## config.mk

```make
export PLATFORM = sky130hd
export DESIGN_NAME = mproc_core
export DESIGN_NICKNAME = d
export VERILOG_FILES = /design/src/rtl/mproc_pkg.sv /design/src/rtl/mproc_ctrl.sv /design/src/rtl/mproc_regs.sv /design/src/rtl/mproc_bus.sv /design/src/rtl/mproc_alu.sv /design/src/rtl/mproc_core.sv
export SDC_FILE = /design/constraint.sdc
export NUM_CORES = 1
export LEC_CHECK = 0
export BUFFER_PORTS_ARGS = -buffer_cell sky130_fd_sc_hd__buf_2
export CORE_MARGIN = 2
export CORE_UTILIZATION = 44
export DETAILED_ROUTE_END_ITERATION = 16
export HOLD_SLACK_MARGIN = 0.05
export RECOVER_POWER = 25
export SLEW_MARGIN = 15
export SYNTH_ARGS = -nofsm -noshare
export SYNTH_HDL_FRONTEND = slang
export SYNTH_SLANG_ARGS = --single-unit
```

## constraint.sdc

```tcl
create_clock -name clk -period 5.2 [get_ports clk]
set_input_delay 0.26 -clock clk [delete_from_list [all_inputs] [get_ports clk]]
set_output_delay 0.26 -clock clk [all_outputs]
set_load 0.1 [all_outputs]
```

## src/rtl/mproc_pkg.sv

```systemverilog
package mproc_pkg;

    localparam int REG_N = 8;
    localparam int IDX_W = $clog2(REG_N);
    localparam int OP_W  = 3;
    localparam int IR_W  = OP_W + 2 * IDX_W;
    localparam int SRC_N = REG_N + 2;
    localparam int SRC_G   = REG_N;
    localparam int SRC_DIN = REG_N + 1;

    typedef enum logic [1:0] {
        STEP_T0 = 2'd0,
        STEP_T1 = 2'd1,
        STEP_T2 = 2'd2,
        STEP_T3 = 2'd3
    } step_t;

    typedef enum logic [OP_W-1:0] {
        OP_MV  = 3'd0,
        OP_MVI = 3'd1,
        OP_ADD = 3'd2,
        OP_SUB = 3'd3
    } op_t;

    typedef struct packed {
        logic             ir_ld;
        logic [REG_N-1:0] r_out;
        logic [REG_N-1:0] r_in;
        logic             g_out;
        logic             din_out;
        logic             a_in;
        logic             g_in;
        logic             sub;
        logic             done;
    } ctrl_t;

    function automatic logic [OP_W-1:0] ir_op(input logic [IR_W-1:0] ir);
        return ir[IR_W-1 -: OP_W];
    endfunction

    function automatic logic [IDX_W-1:0] ir_rx(input logic [IR_W-1:0] ir);
        return ir[2*IDX_W-1 -: IDX_W];
    endfunction

    function automatic logic [IDX_W-1:0] ir_ry(input logic [IR_W-1:0] ir);
        return ir[IDX_W-1:0];
    endfunction

endpackage

```

## src/rtl/mproc_ctrl.sv

```systemverilog
module mproc_ctrl
    import mproc_pkg::*;
(
    input  logic            clk,
    input  logic            rst,
    input  logic            run,
    input  logic [IR_W-1:0] ir,
    output step_t           step,
    output ctrl_t           ctl
);

    logic [OP_W-1:0]  op;
    logic [IDX_W-1:0] rx;
    logic [IDX_W-1:0] ry;

    assign op = ir_op(ir);
    assign rx = ir_rx(ir);
    assign ry = ir_ry(ir);

    always_ff @(posedge clk) begin
        if (rst) begin
            step <= STEP_T0;
        end else if (run) begin
            if (ctl.done) step <= STEP_T0;
            else          step <= step_t'(step + 2'd1);
        end
    end

    always_comb begin
        ctl = '0;
        if (run && !rst) begin
            unique case (step)
                STEP_T0: ctl.ir_ld = 1'b1;
                STEP_T1: begin
                    unique case (op)
                        OP_MV: begin
                            ctl.r_out[ry] = 1'b1;
                            ctl.r_in[rx]  = 1'b1;
                            ctl.done      = 1'b1;
                        end
                        OP_MVI: begin
                            ctl.din_out  = 1'b1;
                            ctl.r_in[rx] = 1'b1;
                            ctl.done     = 1'b1;
                        end
                        OP_ADD, OP_SUB: begin
                            ctl.r_out[rx] = 1'b1;
                            ctl.a_in      = 1'b1;
                        end
                        default: ctl.done = 1'b1;
                    endcase
                end
                STEP_T2: begin
                    if (op == OP_ADD || op == OP_SUB) begin
                        ctl.r_out[ry] = 1'b1;
                        ctl.g_in      = 1'b1;
                        ctl.sub       = (op == OP_SUB);
                    end else begin
                        ctl.done = 1'b1;
                    end
                end
                STEP_T3: begin
                    if (op == OP_ADD || op == OP_SUB) begin
                        ctl.g_out    = 1'b1;
                        ctl.r_in[rx] = 1'b1;
                    end
                    ctl.done = 1'b1;
                end
                default: ctl = '0;
            endcase
        end
    end

endmodule

```

## src/rtl/mproc_regs.sv

```systemverilog
module mproc_regs #(
    parameter int DATA_W = 16,
    parameter int REG_N  = 8
) (
    input  logic              clk,
    input  logic              rst,
    input  logic [REG_N-1:0]  wr_en,
    input  logic [DATA_W-1:0] wdata,
    output logic [DATA_W-1:0] q [REG_N]
);

    for (genvar i = 0; i < REG_N; i++) begin : g_reg
        always_ff @(posedge clk) begin
            if (rst)           q[i] <= '0;
            else if (wr_en[i]) q[i] <= wdata;
        end
    end

endmodule

```

## src/rtl/mproc_bus.sv

```systemverilog
module mproc_bus #(
    parameter int DATA_W = 16,
    parameter int SRC_N  = 10
) (
    input  logic [SRC_N-1:0]  sel,
    input  logic [DATA_W-1:0] src [SRC_N],
    output logic [DATA_W-1:0] bus
);

    logic [DATA_W-1:0] acc [SRC_N+1];

    assign acc[0] = '0;
    for (genvar i = 0; i < SRC_N; i++) begin : g_or
        assign acc[i+1] = acc[i] | ({DATA_W{sel[i]}} & src[i]);
    end
    assign bus = acc[SRC_N];

endmodule

```

## src/rtl/mproc_alu.sv

```systemverilog
module mproc_alu #(
    parameter int DATA_W = 16
) (
    input  logic [DATA_W-1:0] a,
    input  logic [DATA_W-1:0] b,
    input  logic              sub,
    output logic [DATA_W-1:0] y
);

    assign y = sub ? (a - b) : (a + b);

endmodule

```

## src/rtl/mproc_core.sv

```systemverilog
module mproc_core
    import mproc_pkg::*;
#(
    parameter int DATA_W = 16
) (
    input  logic              clk,
    input  logic              rst,
    input  logic              run,
    input  logic [DATA_W-1:0] din,
    output logic              done,
    output logic [DATA_W-1:0] bus_out
);

    step_t             step_q;
    ctrl_t             ctl;
    logic [IR_W-1:0]   ir_q;
    logic [DATA_W-1:0] a_q;
    logic [DATA_W-1:0] g_q;
    logic [DATA_W-1:0] alu_y;
    logic [DATA_W-1:0] bus;
    logic [DATA_W-1:0] regs [REG_N];
    logic [DATA_W-1:0] srcs [SRC_N];
    logic [SRC_N-1:0]  sel;

    mproc_ctrl u_ctrl (
        .clk  (clk),
        .rst  (rst),
        .run  (run),
        .ir   (ir_q),
        .step (step_q),
        .ctl  (ctl)
    );

    mproc_regs #(.DATA_W(DATA_W), .REG_N(REG_N)) u_regs (
        .clk   (clk),
        .rst   (rst),
        .wr_en (ctl.r_in),
        .wdata (bus),
        .q     (regs)
    );

    for (genvar i = 0; i < REG_N; i++) begin : g_src
        assign srcs[i] = regs[i];
    end
    assign srcs[SRC_G]   = g_q;
    assign srcs[SRC_DIN] = din;
    assign sel = {ctl.din_out, ctl.g_out, ctl.r_out};

    mproc_bus #(.DATA_W(DATA_W), .SRC_N(SRC_N)) u_bus (
        .sel (sel),
        .src (srcs),
        .bus (bus)
    );

    mproc_alu #(.DATA_W(DATA_W)) u_alu (
        .a   (a_q),
        .b   (bus),
        .sub (ctl.sub),
        .y   (alu_y)
    );

    always_ff @(posedge clk) begin
        if (rst) begin
            ir_q <= '0;
            a_q  <= '0;
            g_q  <= '0;
        end else begin
            if (ctl.ir_ld) ir_q <= din[DATA_W-1 -: IR_W];
            if (ctl.a_in)  a_q  <= bus;
            if (ctl.g_in)  g_q  <= alu_y;
        end
    end

    assign done    = ctl.done;
    assign bus_out = bus;

endmodule

```

* After elaboration in Yosys (flattened, before gate mapping) *
Cells that the tools add are included.

word-level totals
  bits of input ports = 19
  flip-flop bits (word level) = 171

cells by class
  mux-type cells = 23
  equality and inequality tests = 6
  order comparisons = 4
  $add $sub $neg = 3
  reductions and logical operators = 9
  bitwise gates (word level) = 19

operators with widths
  operator               count
  $and A16 B16 Y16       10
  $or A16 B16 Y16        9
  $pmux W8 S2            3
  $mux W23               1
  $add A16 B16 Y16       1
  $mux W16               1
  $mux W8                2
  $sub A16 B16 Y16       1
  $mux W9                1
  $lt A3 B4 Y1 const B   2
  $mux W1                8
  $mux W2                4
  $demux W1 S3           2
  $eq A3 B2 Y1 const B   2
  $ge A3 B1 Y1 const B   2
  $eq A2 B2 Y1 const B   2
  $reduce_or A2 Y1       2
  $eq A3 B1 Y1 const B   1
  $logic_and A1 B1 Y1    3
  $logic_not A3 Y1       1
  $pmux W1 S3            1
  $add A2 B1 Y2 const B  1
  $eq A2 B1 Y1 const B   1
  $logic_not A2 Y1       1
  other kinds (2)        2

* Logic depth before layout (Yosys ltp) *
Gate-level depths: netlist (run 1).

  depth after elaboration = 19
  mapped depth = 26

* By module *
A second synthesis (run 1) with hierarchy kept.

second synthesis, totals
  cells, all modules = 881
  area, all modules = 8679.6 um2

modules (own cells, without submodules)
  module      seq. area each (um2)  cells an instance  area each (um2)  times used
  mproc_regs  2562.5                430                4787.1           1
  mproc_core  820.8                 133                1478.9           1
  mproc_alu   0.0                   136                989.7            1
  mproc_bus   0.0                   116                934.6            1
  mproc_ctrl  40.0                  66                 489.2            1

* Least setup slack after synthesis (run 1) *
OpenSTA, ideal clock, no wires.

  path type = register -> register
  from = register u_ctrl.step[1]
  to = register g_q[14]
  path slack = -0.632 ns
  arrival time = 5.691 ns
  path buffers = 4
  cell stages (with the launch flop) = 27
  period minus slack after synthesis = 5.832 ns
  cell sequence = dfxtp_1 > inv_1 > ha_1 > buf_6 > or4b_1 > buf_6 > a211oi_2 > or2_1 > clkbuf_1 > a22oi_1 > nand3b_1 > inv_1 > clkbuf_1 > ha_1 > nor2_1 > xnor2_1 > ha_1 > nor2b_1 > o21ai_0 > a21boi_0 > o21ai_0 > a21oi_1 > o21ai_0 > a21oi_1 > o41ai_1 > mux2i_1 > o311ai_0

between the ends
  longest elaborated chain between the ends = 15

ends and longest elaborated chain
  element                                                      RTL line          source
  start: declaration                                           mproc_ctrl.sv:8   output step_t step,
  start signal: assignment                                     mproc_ctrl.sv:25  else step <= step_t'(step + 2'd1);
  $eq A2 B2 Y1 / $eq A2 B1 Y1 (equally long branches)          mproc_ctrl.sv:32  unique case (step)
  $pmux W8 S2                                                  mproc_ctrl.sv:32
  $mux W23 (*)                                                 mproc_ctrl.sv:31  if (run && !rst) begin
  $and A16 B16 Y16                                             mproc_bus.sv:14   assign acc[i+1] = acc[i] | ({DATA_W{sel[i]}} & src[i]);
  $or A16 B16 Y16 (8 in series)                                mproc_bus.sv:14
  $or A16 B16 Y16 (*)                                          mproc_bus.sv:14
  via bus_out[1]                                               mproc_core.sv:11  output logic [DATA_W-1:0] bus_out
  $add A16 B16 Y16 / $sub A16 B16 Y16 (equally long branches)  mproc_alu.sv:10   assign y = sub ? (a - b) : (a + b);
  $mux W16 (*)                                                 mproc_alu.sv:10
  end signal: assignment                                       mproc_core.sv:70  if (ctl.g_in) g_q <= alu_y;
  end: declaration                                             mproc_core.sv:18  logic [DATA_W-1:0] g_q;

Mark *: on every way through the listed nets, which the timed path passes. The rest lies on a longest branch.
A chain may end at the register's enable or synchronous reset.

* Final worst setup path (run 1) *
  from = register u_ctrl.step[0]
  to = register g_q[15]

between the ends
  longest elaborated chain between the ends = 15

ends and longest elaborated chain
  element                                                      RTL line
  $eq A2 B2 Y1 / $eq A2 B1 Y1 (equally long branches)          mproc_ctrl.sv:32
  $pmux W8 S2                                                  mproc_ctrl.sv:32
  $mux W23 (*)                                                 mproc_ctrl.sv:31
  $and A16 B16 Y16                                             mproc_bus.sv:14
  $or A16 B16 Y16 (9 in series)                                mproc_bus.sv:14
  $add A16 B16 Y16 / $sub A16 B16 Y16 (equally long branches)  mproc_alu.sv:10
  $mux W16                                                     mproc_alu.sv:10

Mark *: on every way between the ends. The rest lies on a longest branch, timed or not.

==> summary.md, run 1 <==
| Metric | Value |
|---|---|
| Run status | `finished clean` |
| Pre-CTS setup slack | `0.0675 ns` |
| # IOs | `36` |
| Post-synthesis register bit count | `171` |
| Finished Layout Cells | `roughly 1400` |
| Ys async rst share | `0%` |
| Synth warn | `0` |
| DRT iter0 DRCs | `roughly 1100` |
| Skew-Pair Late Insertion Delay | `approximately 0.45 ns` |
| Antenna violations before repair | `0` |
| IR drop worst, VDD | `190 uV` |
| Sequential-to-total area share from yosys stat | `38.1%` |
| Post-Route WL | `34300 um` |
| Hold crit path type | `in -> reg` |
| Critical path, cell by cell | `inv_1 -> ha_1 -> nand3b_4 -> buf_12 -> nor3_2 -> buf_4 -> a22o_1 -> a2111oi_2 -> nand4_1 -> nor3b_4 -> nand3_1 -> nor3_2 -> a21oi_1 -> xnor2_1 -> ha_2 -> or3_1 -> nor3_2 -> o41ai_4 -> a31o_2 -> nand2_1 -> a21oi_1 -> nand3b_1` |
| Number of fill cells | `between 1500 and 2000` |
| Kind of critical path | `reg -> reg` |
| Element type at the critical path end | `register` |
| Share of cells above drive strength 1 | `approximately a fifth` |
| Clock Path Buffers | `2` |
| Pwr Density | `between 200 and 300 nW/um2` |
| Post-synth cell types | `83` |
| Cts bufs inserted | `17` |
| Critical path startpoint | `u_ctrl.step[0]` |
| Number of synthesized flops with an enable pin | `0` |
| Final setup skew | `roughly 0.014 ns` |
| Final core utilization | `a little over half` |
| H-tree lvl count | `4` |
| Initial Utilization | `44.6%` |
| DIE AREA | `21600 um2` |
| Worst R2R Start | `u_ctrl.step[0]` |
| Highest clock rate | `approximately 200 MHz` |
| Top FF cell, synth | `dfxtp_1` |
| Synth Area per Inst | `between 8 and 9 um2` |
| Global-route wire length before repair | `between 50000 and 60000 um` |
| Slowest stage cell, crit path | `dfxtp_2` |
| Vias per cell | `6.20` |
| Min Hold Slack | `0.0824 ns` |
| Max_cap viols | `0` |
| Placed insts | `~1400` |
| Diode count | `0` |
| DRT antenna net count | `0` |
| 1st-pass router iterations | `6` |
| Most frequent cells in the layout | `169 x dfxtp_1, 157 x nor2_1, 136 x a211oi_1` |
| Buf/Inv on CP | `3` |
| Vias | `approximately 8700` |
| Vias in the first global route | `around 7900` |
| Row Count | `between 50 and 60` |
| Total gr overflow | `0` |
| Worst-Margin Slew | `1.17 ns` |
| Unrepaired setup endpoints after global routing | `true` |
| Core ar. | `20200 um2` |
| WHS Path Cells | `3` |
| Synth Net Count | `1113` |
| Cell mode on critical path | `nor3_2` |
| Synthesized cell area | `around 9000 um2` |
| Final setup vio count | `0` |
| Number of remaining DRC errors | `0` |
| Chip Width | `approximately 150 um` |
| Clock transition at path regs | `0.08 ns` |
| Clock sink count | `171` |
| Critical hold path startpoint | `din[10]` |
| Slew Limit Fails | `0` |
| CP Launch Type | `register` |
| LEAKAGE | `3.69 nW` |
| CTS tree | `built` |
| Min cycle time layout | `5.07 ns` |
| R2R cell count | `22` |
| Delay-heaviest family, CP | `simple AND/OR/NAND/NOR gates` |
| Syn-to-layout area delta | `16.9%` |
| Synthesized instance count | `~1100` |
| Nets@finish | `roughly 1200` |
| Avg WL per Cell | `about 24 um` |
| Slew HR | `22.5%` |
| Final Hold Fails | `0` |
| Tcrit/Tclk final | `between 90% and 100%` |
| Levels on crit path | `22` |
| IO Port Bufs | `35` |
| Most common cell after layout, fill and taps aside | `dfxtp_1` |
| Overall Power | `0.00296 W` |
| Placer Congestion | `1.00` |
| PnR worst setup slack | `between 0.1 and 0.15 ns` |
| Crit path max fanout | `14` |
| CTS root buf | `clkbuf_16` |
| WP data arrival | `5.41 ns` |
| Total track usage | `about a third` |
| Crit path required time | `5.54 ns` |
| Worst path max stage delay | `~0.40 ns` |
| Hpwl dp | `~25000 um` |
| Die Y | `147 um` |
| Largest net degree at the start of global routing | `98` |
-- power breakdown --
group / leakage, nW / internal, W / switching [W] / total [W]
registers: 1.38 / 0.00132 / 0.0000290 / 0.00135
logic: 2.01 / 0.000104 / 0.000174 / 0.000278
clock network: 0.297 / 0.000730 / 0.000599 / 0.00133
total: 3.69 / 0.00216 / 0.000802 / 0.00296
-- stage by stage --
stage          TNS, ns  cell area [um2]
2_1_floorplan   -0.409             9130
3_3_place_gp         0             9860
3_5_place_dp         0             9860
4_1_cts              0            10500
5_1_grt        -0.0557            10500
6_report             0            10500
-- flip-flops by register name, summed over array words and instances, names as in the netlist --
signal	flops
ir_q	9
g_q	16
a_q	16
u_ctrl.step	2
u_regs.q	128
-- cells by family (layout without fill, tap and decap cells) --
group	count (synthesis)	count (layout)	share of synthesized area (%)
simple gates	405	405	22.6
compound gates	311	311	25.9
flops	171	171	38.1
buf+inv	124	184	5.87
fa+ha+maj	22	22	3.14
xor+xnor	20	20	1.95
mux	19	19	2.49
-- cell type report --
class                   instances  area, um2  share of cell area, %
inverters                      33        126                   1.20
flip-flops and latches        171       3430                   32.6
well taps                     270        338                   3.21
clock buffers                  18        429                   4.08
repair buffers                119        820                   7.79
multi-input cells             777       5200                   49.5
clock inverters                14        175                   1.67
-- final timing paths --
path / endpoint / slack [ns]
worst min register to register: a_q[9] / 0.48
worst max register to register: g_q[15] / 0.13
worst min-delay path: ir_q[3] / 0.08
worst max-delay path: g_q[15] / 0.13
-- timing repair --
item | 4_1_cts | 5_1_grt
endpoints found under the hold margin | 3 | 0
endpoints found under the setup margin | 0 | 4
hold buffers | 3 | 0
gates resized for setup | 0 | 6
setup buffers | 0 | 0
-- worst reg2reg max path: stages, from the launching register on --
cell and delay [ns]:
dfxtp_2 0.40, inv_1 0.11, ha_1 0.35, nand3b_4 0.22, buf_12 0.17, nor3_2 0.06
buf_4 0.20, a22o_1 0.25, a2111oi_2 0.20, nand4_1 0.37, nor3b_4 0.36, nand3_1 0.15
nor3_2 0.30, a21oi_1 0.13, xnor2_1 0.18, ha_2 0.24, or3_1 0.38, nor3_2 0.22
o41ai_4 0.12, a31o_2 0.28, nand2_1 0.06, a21oi_1 0.04, nand3b_1 0.15
-- layer usage --
metal	routed length, um	part of all wire [%]	up-vias	GRT usage (%)
met5	0	0	-	0
met1	15300	45	4113	45.7
met3	2920	8.5	76	6.06
li1	-	-	4064	-
met4	1480	4.3	0	14.7
met2	14600	43	446	45.8
-- cell usage after synthesis (8+ instances only) --
master      n  area [um2]
a211oi_1  136        1020
a21oi_1    20         100
a222oi_1   11         110
a22o_1      9        78.8
a22oi_1    13        97.6
a31oi_1     8        50.1
a32o_1      8        80.1
buf_2      15        75.1
clkbuf_1   66         248
dfxtp_1   171        3420
ha_1       21         263
inv_1      26        97.6
mux2i_1    10         100
nand2_1    60         225
nand2b_1    8        50.1
nand3_1    58         290
nand3b_1    8        60.1
nand4_1    19         119
nor2_1    166         623
nor3_1     18        90.1
o21ai_0    54         270
xnor2_1    18         158
Note: power is estimated with default switching activity, not from simulation.
==> run 2: changes to the inputs <==
- REMOVE_ABC_BUFFERS: not set -> 1
==> summary.md, run 2 (synthesis gave the netlist of run 1 again) <==
| Metric | Value |
|---|---|
| Run status | `finished clean` |
| Total track usage | `31.4% (-0.31 points)` |
| Clock sink count | `171 (unchanged)` |
| Setup TNS | `0 ns (unchanged)` |
| Vias in the first global route | `8259 (+4.5%)` |
| Highest clock rate | `205 MHz (+3.7%)` |
| Crit path max fanout | `11 (-3)` |
| Clock transition at path regs | `0.08 ns (about the same)` |
| Chip Width | `147 um (unchanged)` |
| Syn-to-layout area delta | `16.6%` |
| Cts bufs inserted | `17 (unchanged)` |
| Avg WL per Cell | `23.9 um (-2.1%)` |
| Number of fill cells | `1942 (-1.8%)` |
| Finished Layout Cells | `1406 (+0.29%)` |
| Overall Power | `0.00300 W (+1.2%)` |
| Largest net degree at the start of global routing | `86 (-12%)` |
| H-tree lvl count | `4 (unchanged)` |
| Hpwl dp | `24000 um (-3.0%)` |
| Vias | `8692 (-0.080%)` |
| CTS tree | `built` |
| Initial Utilization | `44.6% (unchanged)` |
| Worst R2R Start | `u_ctrl.step[0]` |
| Final Hold Fails | `0 (unchanged)` |
| R2R cell count | `22 (unchanged)` |
| Crit path required time | `5.54 ns (about the same)` |
| Placer Congestion | `0.977 (-2.3%)` |
| Reg2reg end | `g_q[15]` |
| Post-Route WL | `33600 um (-1.8%)` |
| DRT antenna net count | `0 (unchanged)` |
| Row Count | `52 (unchanged)` |
| Hold endpoint | `ir_q[2]` |
| LEAKAGE | `3.69 nW (about the same)` |
| Nets@finish | `1164 (+0.34%)` |
| Delay-heaviest family, CP | `simple AND/OR/NAND/NOR gates` |
| Clock Path Buffers | `2 (unchanged)` |
| Number of remaining DRC errors | `0 (unchanged)` |
| Unrepaired setup endpoints after global routing | `false` |
| Tcrit/Tclk final | `94.0% (-3.5 points)` |
| WHS Path Cells | `3 (unchanged)` |
| CP Launch Type | `register` |
| Most frequent cells in the layout | `171 x dfxtp_1, 160 x nor2_1, 135 x a211oi_1` |
| Final core utilization | `52.0% (-0.13 points)` |
| DIE AREA | `21600 um2 (unchanged)` |
| Pwr Density | `286 nW/um2 (+1.4%)` |
| WP data arrival | `5.22 ns (-0.19 ns)` |
| Top flop regs | `u_regs.q: 128 flops, a_q: 16 flops, g_q: 16 flops` |
| IO Port Bufs | `35 (unchanged)` |
| Max reg flops | `128 (unchanged)` |
| Max_cap viols | `0 (unchanged)` |
| IR drop worst, VDD | `211 uV (+11%)` |
| Element type at the critical path end | `register` |
| Vias per cell | `6.18 (-0.36%)` |
| Hold crit path type | `in -> reg` |
| Kind of critical path | `reg -> reg` |
| DRT iter0 DRCs | `930 (-15%)` |
| Worst path max stage delay | `0.41 ns (about the same)` |
| Slew Limit Fails | `0 (unchanged)` |
| Critical path, cell by cell | `inv_1 -> ha_1 -> nand3b_4 -> nor3_1 -> buf_4 -> a22o_1 -> a2111oi_0 -> nand4_1 -> nor3b_1 -> buf_4 -> nand3_1 -> nor3_2 -> a21oi_1 -> xnor2_1 -> ha_1 -> or3_1 -> nor3_1 -> o41ai_2 -> a31o_2 -> nand2_1 -> a21oi_1 -> nand3b_1` |
| Diode count | `0 (unchanged)` |
| Final setup skew | `0.0191 ns (+0.00514 ns)` |
| Buf/Inv on CP | `3 (unchanged)` |
| Antenna violations before repair | `0 (unchanged)` |
| R2r setup slk | `0.31 ns (+0.18 ns)` |
| Slowest stage cell, crit path | `dfxtp_1` |
| Most flop-heavy register | `u_regs.q` |
| Share of cells above drive strength 1 | `18.3% (-0.68 points)` |
| Levels on crit path | `22 (unchanged)` |
| Worst-Margin Slew | `1.33 ns (+0.157 ns)` |
| Total gr overflow | `0 (unchanged)` |
| Placed insts | `1371 (+0.29%)` |
| Min cycle time layout | `4.89 ns (-0.182 ns)` |
| CTS root buf | `clkbuf_16` |
| Global-route wire length before repair | `51100 um (-0.13%)` |
| Die Y | `147 um (unchanged)` |
| Core ar. | `20200 um2 (unchanged)` |
| Final setup vio count | `0 (unchanged)` |
| Skew-Pair Late Insertion Delay | `0.45 ns (about the same)` |
| Most common cell after layout, fill and taps aside | `dfxtp_1` |
| Slew HR | `11.6% (-11 points)` |
| Critical hold path startpoint | `din[9]` |
| 1st-pass router iterations | `8 (+2)` |
| # IOs | `36 (unchanged)` |
-- run 2: power by group --
part	total [W]	switching, W	internal, W
sequential	0.00135	0.0000267	0.00132
combinational	0.000291	0.000178	0.000113
clock	0.00135	0.000585	0.000768
total	0.00300	0.000790	0.00221
-- run 2: what timing repair did --
item,in CTS,in global routing
hold endpoints to repair,1,0
setup endpoints to repair,1,7
resized for setup,2,21
buffers inserted,0,2
hold buffers,1,0
pin swaps,0,6
-- run 2: worst register-to-register path: stages, from the launching register on --
cell and delay [ns]:
dfxtp_1 0.41, inv_1 0.11, ha_1 0.35, nand3b_4 0.22
nor3_1 0.15, buf_4 0.17, a22o_1 0.22, a2111oi_0 0.31
nand4_1 0.29, nor3b_1 0.26, buf_4 0.17, nand3_1 0.12
nor3_2 0.22, a21oi_1 0.12, xnor2_1 0.16, ha_1 0.21
or3_1 0.36, nor3_1 0.27, o41ai_2 0.13, a31o_2 0.27
nand2_1 0.07, a21oi_1 0.04, nand3b_1 0.15
-- run 2: layer usage --
layer | GRT usage [%] | vias up | wire length, um
li1 | - | 4067 | -
met1 | 43.1 | 4112 | 14700
met2 | 47.7 | 416 | 14700
met3 | 6.21 | 97 | 2610
met4 | 15.0 | 0 | 1610
met5 | 0 | - | 0
-- run 2: cell type report --
class | instances | area (um2) | area share, %
inverters | 33 | 126 | 1.20
flip-flops and latches | 171 | 3420 | 32.6
clock inverters | 14 | 180 | 1.72
clock buffers | 18 | 429 | 4.09
repair buffers | 123 | 853 | 8.14
multi-input cells | 777 | 5140 | 49.0
well taps | 270 | 338 | 3.22
-- run 2: how the worst max path moves through the flow --
stage,start,endpoint
2_1_floorplan,u_ctrl.step[1],g_q[14]
3_3_place_gp,u_ctrl.step[0],g_q[14]
3_5_place_dp,u_ctrl.step[0],g_q[14]
4_1_cts,u_ctrl.step[0],g_q[14]
5_1_grt,u_ctrl.step[0],g_q[15]
6_report,u_ctrl.step[0],g_q[15]
-- run 2: per-stage QoR --
stage               worst slack (ns)  area, um2  hold slack, ns
global route                  0.0104      10500          0.0631
floorplan                      -1.16       8590           0.332
detailed placement           -0.0527       9800           0.454
CTS                           0.0307      10400          0.0511
finish                         0.315      10500          0.0642
global placement               0.157       9800           0.450
